$ cat src/rtl/mc_ctrl_pkg.sv
package mc_ctrl_pkg;

  typedef enum logic [3:0] {
    ST_FETCH   = 4'd0,
    ST_DECODE  = 4'd1,
    ST_ADDR    = 4'd2,
    ST_MEMRD   = 4'd3,
    ST_LDWB    = 4'd4,
    ST_MEMWR   = 4'd5,
    ST_EXEC    = 4'd6,
    ST_ALUWB   = 4'd7,
    ST_BRANCH  = 4'd8,
    ST_JUMP    = 4'd9,
    ST_EXC_UND = 4'd10,
    ST_EXC_OVF = 4'd11
  } seqState_t;

  // ALU B input selects
  localparam logic [1:0] B_REG   = 2'b00;
  localparam logic [1:0] B_FOUR  = 2'b01;
  localparam logic [1:0] B_IMM   = 2'b10;
  localparam logic [1:0] B_SHIMM = 2'b11;

  // ALU operation selects
  localparam logic [1:0] OP_ADD  = 2'b00;
  localparam logic [1:0] OP_SUB  = 2'b01;
  localparam logic [1:0] OP_FUNC = 2'b10;

  // PC source selects
  localparam logic [1:0] PC_ALU     = 2'b00;
  localparam logic [1:0] PC_ALUOUT  = 2'b01;
  localparam logic [1:0] PC_JUMP    = 2'b10;
  localparam logic [1:0] PC_HANDLER = 2'b11;

  typedef struct packed {
    logic       memRead;
    logic       memWrite;
    logic       addrFromAlu;
    logic       irLoad;
    logic       dstFromRd;
    logic       wbFromMem;
    logic       regWrite;
    logic       aluASel;
    logic [1:0] aluBSel;
    logic [1:0] aluOpSel;
    logic [1:0] pcSrcSel;
    logic       pcLoad;
    logic       pcLoadIfZero;
    logic       epcLoad;
    logic       causeLoad;
    logic       causeCode;
  } strobes_t;

endpackage

$ cat src/rtl/mc_ctrl_seq.sv
module mc_ctrl_seq
  import mc_ctrl_pkg::*;
#(
  parameter int OP_W = 6,
  parameter logic [OP_W-1:0] OPC_RTYPE = 6'h00,
  parameter logic [OP_W-1:0] OPC_LOAD  = 6'h23,
  parameter logic [OP_W-1:0] OPC_STORE = 6'h2B,
  parameter logic [OP_W-1:0] OPC_BEQ   = 6'h04,
  parameter logic [OP_W-1:0] OPC_JUMP  = 6'h02
) (
  input  logic            clk,
  input  logic            rst,
  input  logic [OP_W-1:0] opcode,
  input  logic            aluOverflow,
  output seqState_t       state
);

  seqState_t nextState;
  seqState_t decodeTarget;

  // Dispatch after decode
  always_comb begin
    if (opcode == OPC_LOAD || opcode == OPC_STORE) decodeTarget = ST_ADDR;
    else if (opcode == OPC_RTYPE)                  decodeTarget = ST_EXEC;
    else if (opcode == OPC_BEQ)                    decodeTarget = ST_BRANCH;
    else if (opcode == OPC_JUMP)                   decodeTarget = ST_JUMP;
    else                                           decodeTarget = ST_EXC_UND;
  end

  always_comb begin
    nextState = ST_FETCH;
    unique case (state)
      ST_FETCH:  nextState = ST_DECODE;
      ST_DECODE: nextState = decodeTarget;
      ST_ADDR:   nextState = (opcode == OPC_LOAD) ? ST_MEMRD : ST_MEMWR;
      ST_MEMRD:  nextState = ST_LDWB;
      ST_EXEC:   nextState = aluOverflow ? ST_EXC_OVF : ST_ALUWB;
      ST_LDWB, ST_MEMWR, ST_ALUWB, ST_BRANCH, ST_JUMP,
      ST_EXC_UND, ST_EXC_OVF: nextState = ST_FETCH;
      default:   nextState = ST_FETCH;
    endcase
  end

  always_ff @(posedge clk) begin
    if (rst) state <= ST_FETCH;
    else     state <= nextState;
  end

  // Requirement R2: decode always follows fetch
  p_decode_after_fetch_r2: assert property (@(posedge clk) disable iff (rst)
    (state == ST_FETCH) |=> (state == ST_DECODE));

  // Requirement R9: the overflow exception is entered only from execute with the flag up
  p_ovf_entry_r9: assert property (@(posedge clk) disable iff (rst)
    (state == ST_EXC_OVF) |-> ($past(state) == ST_EXEC && $past(aluOverflow)));

  // Requirement R3: memory read only after address compute of a load
  p_read_after_addr_r3: assert property (@(posedge clk) disable iff (rst)
    (state == ST_MEMRD) |-> ($past(state) == ST_ADDR && $past(opcode) == OPC_LOAD));

endmodule

$ cat src/rtl/mc_ctrl_strobes.sv
module mc_ctrl_strobes
  import mc_ctrl_pkg::*;
(
  input  seqState_t state,
  output strobes_t  strobes
);

  always_comb begin
    strobes = '0;
    unique case (state)
      ST_FETCH: begin
        strobes.memRead  = 1'b1;
        strobes.irLoad   = 1'b1;
        strobes.aluBSel  = B_FOUR;
        strobes.aluOpSel = OP_ADD;
        strobes.pcSrcSel = PC_ALU;
        strobes.pcLoad   = 1'b1;
      end
      ST_DECODE: begin
        strobes.aluBSel  = B_SHIMM;
        strobes.aluOpSel = OP_ADD;
      end
      ST_ADDR: begin
        strobes.aluASel  = 1'b1;
        strobes.aluBSel  = B_IMM;
        strobes.aluOpSel = OP_ADD;
      end
      ST_MEMRD: begin
        strobes.memRead     = 1'b1;
        strobes.addrFromAlu = 1'b1;
      end
      ST_LDWB: begin
        strobes.regWrite  = 1'b1;
        strobes.wbFromMem = 1'b1;
      end
      ST_MEMWR: begin
        strobes.memWrite    = 1'b1;
        strobes.addrFromAlu = 1'b1;
      end
      ST_EXEC: begin
        strobes.aluASel  = 1'b1;
        strobes.aluBSel  = B_REG;
        strobes.aluOpSel = OP_FUNC;
      end
      ST_ALUWB: begin
        strobes.regWrite  = 1'b1;
        strobes.dstFromRd = 1'b1;
      end
      ST_BRANCH: begin
        strobes.aluASel      = 1'b1;
        strobes.aluBSel      = B_REG;
        strobes.aluOpSel     = OP_SUB;
        strobes.pcSrcSel     = PC_ALUOUT;
        strobes.pcLoadIfZero = 1'b1;
      end
      ST_JUMP: begin
        strobes.pcSrcSel = PC_JUMP;
        strobes.pcLoad   = 1'b1;
      end
      ST_EXC_UND, ST_EXC_OVF: begin
        strobes.aluBSel   = B_FOUR;
        strobes.aluOpSel  = OP_SUB;
        strobes.pcSrcSel  = PC_HANDLER;
        strobes.pcLoad    = 1'b1;
        strobes.epcLoad   = 1'b1;
        strobes.causeLoad = 1'b1;
        strobes.causeCode = (state == ST_EXC_OVF);
      end
      default: strobes = '0;
    endcase
  end

endmodule

$ cat src/rtl/mc_ctrl_fsm.sv
module mc_ctrl_fsm
  import mc_ctrl_pkg::*;
#(
  parameter int OP_W = 6
) (
  input  logic            clk,
  input  logic            rst,
  input  logic [OP_W-1:0] opcode,
  input  logic            aluOverflow,
  output logic            memRead,
  output logic            memWrite,
  output logic            addrFromAlu,
  output logic            irLoad,
  output logic            dstFromRd,
  output logic            wbFromMem,
  output logic            regWrite,
  output logic            aluASel,
  output logic [1:0]      aluBSel,
  output logic [1:0]      aluOpSel,
  output logic [1:0]      pcSrcSel,
  output logic            pcLoad,
  output logic            pcLoadIfZero,
  output logic            epcLoad,
  output logic            causeLoad,
  output logic            causeCode
);

  seqState_t seqState;
  strobes_t  ctl;

  mc_ctrl_seq #(.OP_W(OP_W)) i_seq (
    .clk        (clk),
    .rst        (rst),
    .opcode     (opcode),
    .aluOverflow(aluOverflow),
    .state      (seqState)
  );

  mc_ctrl_strobes i_strobes (
    .state  (seqState),
    .strobes(ctl)
  );

  assign memRead      = ctl.memRead;
  assign memWrite     = ctl.memWrite;
  assign addrFromAlu  = ctl.addrFromAlu;
  assign irLoad       = ctl.irLoad;
  assign dstFromRd    = ctl.dstFromRd;
  assign wbFromMem    = ctl.wbFromMem;
  assign regWrite     = ctl.regWrite;
  assign aluASel      = ctl.aluASel;
  assign aluBSel      = ctl.aluBSel;
  assign aluOpSel     = ctl.aluOpSel;
  assign pcSrcSel     = ctl.pcSrcSel;
  assign pcLoad       = ctl.pcLoad;
  assign pcLoadIfZero = ctl.pcLoadIfZero;
  assign epcLoad      = ctl.epcLoad;
  assign causeLoad    = ctl.causeLoad;
  assign causeCode    = ctl.causeCode;

  // Requirement R1: first cycle out of reset is a fetch
  p_fetch_after_reset_r1: assert property (@(posedge clk) disable iff (rst)
    $fell(rst) |-> (irLoad && memRead && pcLoad));

  // Requirement R4: a store writes memory at ALUOut computed from register plus immediate
  p_store_addr_r4: assert property (@(posedge clk) disable iff (rst)
    memWrite |-> (addrFromAlu && $past(aluASel) && $past(aluBSel) == B_IMM));

  // Requirement R5: ALU write-back only after a function-field operation without overflow
  p_aluwb_clean_r5: assert property (@(posedge clk) disable iff (rst)
    (regWrite && dstFromRd) |-> ($past(aluOpSel) == OP_FUNC && !$past(aluOverflow)));

  // Requirement R6: a conditional branch returns straight to fetch
  p_branch_return_r6: assert property (@(posedge clk) disable iff (rst)
    pcLoadIfZero |=> irLoad);

  // Requirement R7: a jump returns straight to fetch
  p_jump_return_r7: assert property (@(posedge clk) disable iff (rst)
    (pcLoad && pcSrcSel == PC_JUMP) |=> irLoad);

  // Requirement R8: undefined opcode trap comes right after decode and returns to fetch
  p_undef_from_decode_r8: assert property (@(posedge clk) disable iff (rst)
    (causeLoad && !causeCode) |-> ($past(aluBSel) == B_SHIMM));
  p_exc_return_r8: assert property (@(posedge clk) disable iff (rst)
    epcLoad |=> irLoad);

  // Requirement R10: one memory access per cycle
  p_one_mem_r10: assert property (@(posedge clk) disable iff (rst)
    !(memRead && memWrite));

endmodule

$ cat config.mk
export PLATFORM = sky130hd
export DESIGN_NAME = mc_ctrl_fsm
export DESIGN_NICKNAME = d
export VERILOG_FILES = /design/src/rtl/mc_ctrl_pkg.sv /design/src/rtl/mc_ctrl_seq.sv /design/src/rtl/mc_ctrl_strobes.sv /design/src/rtl/mc_ctrl_fsm.sv
export SDC_FILE = /design/constraint.sdc
export NUM_CORES = 1
export LEC_CHECK = 0
export ABC_AREA = 1
export BUFFER_PORTS_ARGS = -buffer_cell sky130_fd_sc_hd__buf_4
export CAP_MARGIN = 20
export CELL_PAD_IN_SITES_DETAIL_PLACEMENT = 1
export CELL_PAD_IN_SITES_GLOBAL_PLACEMENT = 1
export CORE_MARGIN = 3
export CORE_UTILIZATION = 23
export CTS_BUF_LIST = sky130_fd_sc_hd__clkbuf_2 sky130_fd_sc_hd__clkbuf_4 sky130_fd_sc_hd__clkbuf_8
export DETAILED_ROUTE_END_ITERATION = 8
export PLACE_DENSITY_LB_ADDON = 0.1
export SLEW_MARGIN = 20
export SYNTH_ARGS = -nofsm -noshare
export SYNTH_HDL_FRONTEND = slang
export SYNTH_SLANG_ARGS = --single-unit
$ cat constraint.sdc
create_clock -name clk -period 0.9 [get_ports clk]
set_input_delay 0.09 -clock clk [delete_from_list [all_inputs] [get_ports clk]]
set_output_delay 0.09 -clock clk [all_outputs]
set_load 0.01 [all_outputs]
-- Word level (Yosys, flattened, before mapping)
Index checks and enable logic that the tools add are counted.
- equality and inequality tests: 15
- mux-type cells: 20
- reduce and logical (&&, ||, !) cells: 9
- operators with widths (operator ; number):
    one-hot mux 4 bit (6 select lines) ; 1
    one-hot mux 4 bit (5 select lines) ; 1
    equality test 4 x 3 -> 1 bit, second input constant ; 4
    equality test 4 bit, second input constant ; 4
    2-to-1 mux 4 bit ; 4
    equality test 6 bit, second input constant ; 2
    2-to-1 mux 1 bit ; 10
    equality test 4 x 2 -> 1 bit, second input constant ; 2
    OR reduction 2 bit ; 4
    equality test 6 x 2 -> 1 bit, second input constant ; 1
    equality test 6 x 3 -> 1 bit, second input constant ; 1
    zero test 6 bit ; 1
    2-to-1 mux 3 bit ; 2
    one-hot mux 2 bit (3 select lines) ; 1
    equality test 4 x 1 -> 1 bit, second input constant ; 1
    zero test 4 bit ; 1
    OR reduction 4 bit ; 1
    OR reduction 3 bit ; 1
    2-to-1 mux 2 bit ; 1
    logical OR 1 bit ; 1
- output and inout port bits: 19
- bits of input ports: 9
- flip-flop bits (word level): 4

-- Depth between registers and ports, before layout
Gate-level depths: netlist of run 1.
- depth in word-level cells: 6
- gate-level depth with buffers: 7
- depth with buffers taken out: 7

-- Cells and area by module
A second synthesis of run 1 with hierarchy kept.
- cells, all modules: 108
- area, all modules: 538.0 um2
- by module, submodules not included (module ; times used ; seq. area each (um2) ; cells an instance ; area each (um2)):
    mc_ctrl_seq ; 1 ; 80.1 ; 61 ; 342.8
    mc_ctrl_strobes ; 1 ; 0.0 ; 47 ; 195.2

-- Worst setup path before layout of run 1
No wires, ideal clock.
- kind: register to output
- start: register i_seq.state[0]
- end: output port aluASel
- arrival time: 994 ps
- required time: 810 ps
- cell stages (with the launch flop): 6
- path slack: -184 ps
- cell sequence: dfxtp_1 -> nor2_1 -> inv_1 -> nor2_1 -> nor2_1 -> nand2_1
- longest elaborated chain between the ends: 3
- elaborated cells between the ends (all ways): 5
- classes of those cells: eq/ne: 3; mux: 1; reduce/logical: 1
- RTL lines (element ; RTL line ; RTL):
    start: declaration ; mc_ctrl_seq.sv:15 ; output seqState_t state
    start signal: assignment ; mc_ctrl_seq.sv:46 ; else state <= nextState;
    equality test 4 x 2 -> 1 bit (tied with other cells) ; mc_ctrl_strobes.sv:10 ; unique case (state)
    OR reduction 3 bit (no line) (*) ; n/a ;
    2-to-1 mux 1 bit (*) ; mc_ctrl_strobes.sv:10 ;
    end: declaration ; mc_ctrl_fsm.sv:17 ; output logic aluASel,
Every way passes the cells marked *; elsewhere a longest branch is shown, timed or not.

-- Worst setup path after layout of run 1
Ends and elaborated chain as after synthesis.

==> results of run 1 <==
-- placed cells by master (no fill, tap or decap), drive strengths merged --
cell / n
o21ai: 4
nand2: 16
nand4: 1
nor2: 23
clkbuf: 4
a21oi: 5
nand3: 7
inv: 18
dfxtp: 4
o211ai: 1
buf: 41
-- timing repair --
action,CTS,global route
buffers inserted,3,4
gates resized for setup,18,6
pin swaps,7,7
hold endpoints to repair,0,0
cloned,0,0
endpoints found under the setup margin,23,23
-- through the flow --
| stage | total power, mW | cell area [µm²] | setup WS (ns) | setup TNS, ns |
|---|---|---|---|---|
| 4_1_cts | 2.200 | 877.1 | -0.3537 | -6.064 |
| 3_3_place_gp | 1.722 | 767.0 | -0.1334 | -1.054 |
| 2_1_floorplan | 1.092 | 488.0 | -0.03668 | -0.1120 |
| 6_report | 2.335 | 927.1 | -0.3955 | -6.450 |
| 3_5_place_dp | 1.753 | 767.0 | -0.1363 | -1.404 |
| 5_1_grt | 2.527 | 927.1 | -0.4776 | -7.982 |
-- power breakdown --
part           switching, mW  total [mW]  internal (mW)
Clock                 0.0850       0.282          0.197
Sequential             0.107       0.356          0.249
Combinational          0.919        1.70          0.778
-- layout make-up --
| class | count | area, µm² |
|---|---|---|
| clock buffer | 4 | 30.03 |
| fill | 257 | 818.3 |
| inverter | 18 | 80.08 |
| multi-input combinational | 57 | 366.6 |
| sequential | 4 | 92.59 |
| tap | 25 | 31.28 |
| timing repair buffer | 41 | 326.6 |
-- logic make-up after synthesis --
group | share of synthesized area [%]
AO/OA/AOI/OAI | 14.78
buffers and inverters | 17.39
flip-flops | 18.55
AND/OR/NAND/NOR | 49.27
-- layer usage --
layer | routed length, µm | vias to the layer above
met5 | 0 | -
met1 | 724 | 313
met2 | 1181 | 17
met4 | 16 | 0
li1 | - | 335
met3 | 72 | 2
-- cells in the mapped netlist, types with 2 or more instances --
library cell and n:
o21ai_2 2, dfxtp_1 4, a21oi_1 4, o21ai_0 2
nor2_2 2, nand2_2 2, nor2_1 19, nand3_1 7
nand2_1 14, inv_1 14, nor2_4 2, inv_2 4
-- final timing paths --
kind	startpoint	to	depth (start not counted)	slack, ns
max	i_seq.state[0]$_SDFF_PP0_	aluASel	6	-0.40
min	rst	i_seq.state[3]$_SDFF_PP0_	2	0.03
max reg2reg	i_seq.state[0]$_SDFF_PP0_	i_seq.state[1]$_SDFF_PP0_	8	-0.28
min reg2reg	i_seq.state[2]$_SDFF_PP0_	i_seq.state[3]$_SDFF_PP0_	5	0.79
==> results_dict.tcl, run 1 <==
set metrics [dict create \
    status "finished, violations left" \
    violations "setup timing" \
    hpwl_um 1295 \
    cts_tree "yes" \
    tightest_slew_ns 0.2123 \
    rsz0062_at_grt "true" \
    antenna_found_initial 0 \
    async_reset_ff_share_pct 0 \
    grt.met2_usage_pct 29.91 \
    die_y_um 49.32 \
    layout-drive-gt1-share_pct 66.13 \
    clock_skew_ns 0.002934 \
    fin_util_pct 53.12 \
    finalHoldViolCount 0 \
    finalSetupViolations 23 \
    syn_nets 89 \
    routed_wl_um 1994 \
    yosys_register_bits 4 \
    whs_ns 0.02909 \
    slowest_stage "dfxtp_4" \
    synth.distinct_cells 16 \
    cp.arrival_ns 1.21 \
    leakage_nw 0.4447 \
    post-route-period-util_pct 143.9 \
    synthTopCellsByArea "dfxtp_1 (19%), nor2_1 (17%), inv_1 (12%), nand2_1 (12%), nand3_1 (8.1%)" \
    synth_seq_area_share_pct 18.55 \
    track_usage_pct 15.24 \
    post_drt_via_cell_ratio 4.477 \
    top_register "i_seq.state" \
    initial_core_util_pct 24.73 \
    largest_reg_flops 4 \
    crit_fanout 6 \
    met1_usage_pct 16.09 \
    h-tree-depth 1 \
    worstSetupStartpointType "register" \
    dr.pass1.iters 4 \
    drc_errors 0 \
    overflow 0 \
    top_regs "i_seq.state x4" \
    syn_area_um2 431.7 \
    routedWlPerCell_um 13.38 \
    worstPathCellList "nor2_4 > inv_2 > nor2_4 > nor2_1 > nand2_1 > buf_6" \
    ys.flop_type "dfxtp_1" \
    clkTransAtPathRegs_ns 0.04 \
    fin_ws_ns -0.3955 \
    grt_max_degree 9 \
    drv_slew 0 \
    crit_type "reg -> out" \
    yosys.area.top_type_share_pct 18.55 \
    critical_path.top_delay_family "simple AND/OR/NAND/NOR gates" \
    nets 134 \
    clockRootBuffer "clkbuf_4" \
    clk_latency_ns 0.24 \
    fp.dieW_um 49.32 \
    worstPathRequired_ns 0.81 \
    power_density_nw_per_um2 2519 \
    grt_pass1_vias 704 \
    critPathMaxStageDelay_ns 0.37 \
    hold_buffers 0 \
    max_freq_mhz 771.9 \
    dp_cells 138 \
    stdcell_count 149 \
    ir_drop_mv 1.300 \
    endpoint_kind "primary output" \
    n_antenna_cell 0 \
    timing.critical_path.mode_cell "nor2_4" \
    vias 667 \
    path_buf_inv 2 \
    postSynthCellCount 80 \
    final_antenna_net_count 0 \
    dr.first_iter.drc_count 5 \
    routabilityCongestion 0.6947 \
    synth_edf_count 0 \
    grt-busiest-layer "met2" \
    pin_count 28 \
    dieArea_um2 2432 \
    grt_pass1_wl_um 2911 \
    coreArea_um2 1745 \
    slew_headroom_pct 85.79 \
    yosys_warnings 0 \
    avgSynthCellArea_um2 5.396 \
    row_count 15 \
    synth_largest_area_cell "dfxtp_1" \
    use_met3_pct 0.9174 \
    syn_to_final_growth_pct 114.8 \
    min_path_type "in -> reg" \
    io_buffers 27 \
    clock-sinks 4 \
    cts_buffers 3 \
    drv_cap 0 \
    cts_buffer_depth 2 \
    period_needed_ns 1.296 \
]
(Power assumes the default switching activity.)
==> run 2: changes to the inputs <==
--- a/config.mk
+++ b/config.mk
@@ -6,14 +6,14 @@
 export NUM_CORES = 1
 export LEC_CHECK = 0
 export ABC_AREA = 1
-export BUFFER_PORTS_ARGS = -buffer_cell sky130_fd_sc_hd__buf_4
 export CAP_MARGIN = 20
 export CELL_PAD_IN_SITES_DETAIL_PLACEMENT = 1
 export CELL_PAD_IN_SITES_GLOBAL_PLACEMENT = 1
-export CORE_MARGIN = 3
-export CORE_UTILIZATION = 23
+export CORE_AREA = 3 3 40 42
 export CTS_BUF_LIST = sky130_fd_sc_hd__clkbuf_2 sky130_fd_sc_hd__clkbuf_4 sky130_fd_sc_hd__clkbuf_8
 export DETAILED_ROUTE_END_ITERATION = 8
+export DIE_AREA = 0 0 43 45
+export DONT_BUFFER_PORTS = 1
 export PLACE_DENSITY_LB_ADDON = 0.1
 export SLEW_MARGIN = 20
 export SYNTH_ARGS = -nofsm -noshare
==> run 2 against run 1 <==
  * The flow still finishes with violations (setup timing)
  * Via count is 6.3% lower
  * Core utilization is 13 points higher
  * Critical path depth stayed put
  * Highest routed layer unchanged
  * Critical path type unchanged
  * Setup slack better by 0.026 ns
  * Final area is 8.4% lower
==> results_dict.tcl, run 2 (same netlist as run 1, synthesis figures left out) <==
set metrics [dict create \
    min_path_type "in -> reg" \
    hpwl_um 1175 \
    cts_tree "yes" \
    io_buffers 0 \
    critPathLaunch "i_seq.state[3]$_SDFF_PP0_" \
    timing.rr.start "i_seq.state[2]$_SDFF_PP0_" \
    cp.arrival_ns 1.18 \
    worstPathRequired_ns 0.81 \
    multi_input_area_um2 419.2 \
    tightest_slew_ns 0.2781 \
    syn_to_final_growth_pct 96.81 \
    routabilityCongestion 0.7589 \
    pwr-share-clk_pct 9.5 \
    crit_fanout 5 \
    p_comb_share_pct 76.3 \
    dr.pass1.iters 4 \
    power_density_nw_per_um2 2885 \
    h-tree-depth 1 \
    pre_cts_ws_ns -0.1404 \
    track_usage_pct 20.13 \
    violations "setup timing" \
    post-route-period-util_pct 141.0 \
    grt_pass1_wl_um 2842 \
    largest_reg_flops 4 \
    fillerInstances 159 \
    ir_drop_mv 1.258 \
    period_needed_ns 1.269 \
    internal_power_mw 1.184 \
    clkTransAtPathRegs_ns 0.04 \
    dr.first_iter.drc_count 8 \
    dieArea_um2 1935 \
    vias 625 \
    drc_errors 0 \
    use_met3_pct 4.382 \
    drv_slew 0 \
    p_sw_share_pct 51.68 \
    endpoint_kind "primary output" \
    grt.met2_usage_pct 39.22 \
    clock_skew_ns 0.004904 \
    mostFrequentLayoutCells "buf_4 (15), nor2_1 (10), nor2_4 (9), nand2_1 (8)" \
    grt-busiest-layer "met2" \
    clock-sinks 4 \
    layout_commonest_cell "buf_4" \
    status "finished, violations left" \
    cts_buffers 3 \
    coreArea_um2 1285 \
    leakage_nw 0.3719 \
    clockRootBuffer "clkbuf_4" \
    hold_path.startpoint "aluOverflow" \
    crit_type "reg -> out" \
    clk_latency_ns 0.24 \
    n_antenna_cell 0 \
    fp.dieW_um 43 \
    grt_max_degree 9 \
    power_switching_mw 1.267 \
    seq_area_um2 92.59 \
    max_freq_mhz 788.0 \
    top_regs "i_seq.state x4" \
    fin_util_pct 66.11 \
    pin_count 28 \
    fin_ws_ns -0.3691 \
    row_count 13 \
    grt_pass1_vias 615 \
    final_antenna_net_count 0 \
    finalHoldViolCount 0 \
    drv_cap 0 \
    worstSetupStartpointType "register" \
    rsz0062_at_grt "true" \
    cts_buffer_depth 2 \
    routed_wl_um 2113 \
    layout-drive-gt1-share_pct 65.09 \
    top_register "i_seq.state" \
    met1_usage_pct 21.15 \
    slew_headroom_pct 81.52 \
    overflow 0 \
    post_drt_via_cell_ratio 5.165 \
    finalSetupViolations 23 \
    routedWlPerCell_um 17.46 \
    antenna_found_initial 0 \
    die_y_um 45 \
    initial_core_util_pct 33.59 \
    nets 117 \
    power_frac_seq_pct 14.2 \
]
==> run 2: cell types whose count changed in the layout (fill, tap and decap cells not counted), moves of 2 or more <==
cell           change
buf_4             -21
buf_6              +2
dlygate4sd3_1      +2
inv_1              -2
inv_4              +2
nand2_1            -3
nand2_4            +2
nor2_1             -3
nor2_4             +2
==> run 2: worst max-delay path, stage by stage, from the launching register on <==
cell,delay [ns]
dfxtp_2,0.32
inv_4,0.11
nand2_8,0.08
inv_4,0.08
nand2_4,0.07
buf_4,0.14
o21ai_1,0.14
==> run 2: cell type report <==
type                    instances  share of cell area [%]
repair buffers                 24                   24.89
well taps                      15                   2.209
flip-flops and latches          4                   10.90
multi-input cells              57                   49.34
inverters                      18                   10.01
clock buffers                   3                   2.651
==> run 2: routing by layer <==
layer  wire [µm]  vias up
li1            -      299
met1         747      281
met2        1114       32
met3         143       13
met4         108        0
met5           0        -
==> run 2: timing repair <==
| action | CTS | global route |
|---|---|---|
| pin swaps | 11 | 13 |
| gates resized for setup | 25 | 18 |
| setup endpoints to repair | 23 | 23 |
| buffers inserted | 5 | 6 |
| cloned | 0 | 0 |
| endpoints found under the hold margin | 4 | 0 |
| hold buffers | 2 | 0 |
==> run 2: power by group through the flow <==
| stage | registers [mW] | logic [mW] | clock network, mW |
|---|---|---|---|
| detailed placement | 0.337 | 1.19 | 0 |
| finish | 0.349 | 1.87 | 0.232 |
| global route | 0.360 | 2.00 | 0.251 |
| CTS | 0.352 | 1.55 | 0.245 |
| global placement | 0.334 | 1.17 | 0 |
| floorplan | 0.331 | 0.761 | 0 |
==> run 2: final timing paths <==
| path | endpoint | slack (ns) | cells after the start |
|---|---|---|---|
| setup / recovery | pcLoad | -0.37 | 6 |
| hold / removal | i_seq.state[2]$_SDFF_PP0_ | 0.09 | 3 |
| setup reg to reg | i_seq.state[3]$_SDFF_PP0_ | -0.26 | 7 |
| hold reg to reg | i_seq.state[1]$_SDFF_PP0_ | 0.84 | 7 |
==> run 2: per-stage QoR <==
step | TNS [ns] | power, mW | cell area (µm²) | instances | hold WS [ns]
floorplan | -0.1120 | 1.092 | 488.0 | 80 | 0.1433
global placement | -0.7761 | 1.504 | 596.8 | 107 | 0.1489
detailed placement | -1.080 | 1.531 | 596.8 | 107 | 0.1484
CTS | -5.678 | 2.148 | 757.0 | 117 | 0.03559
global route | -7.364 | 2.611 | 849.6 | 121 | 0.1368
finish | -6.247 | 2.451 | 849.6 | 121 | 0.09285
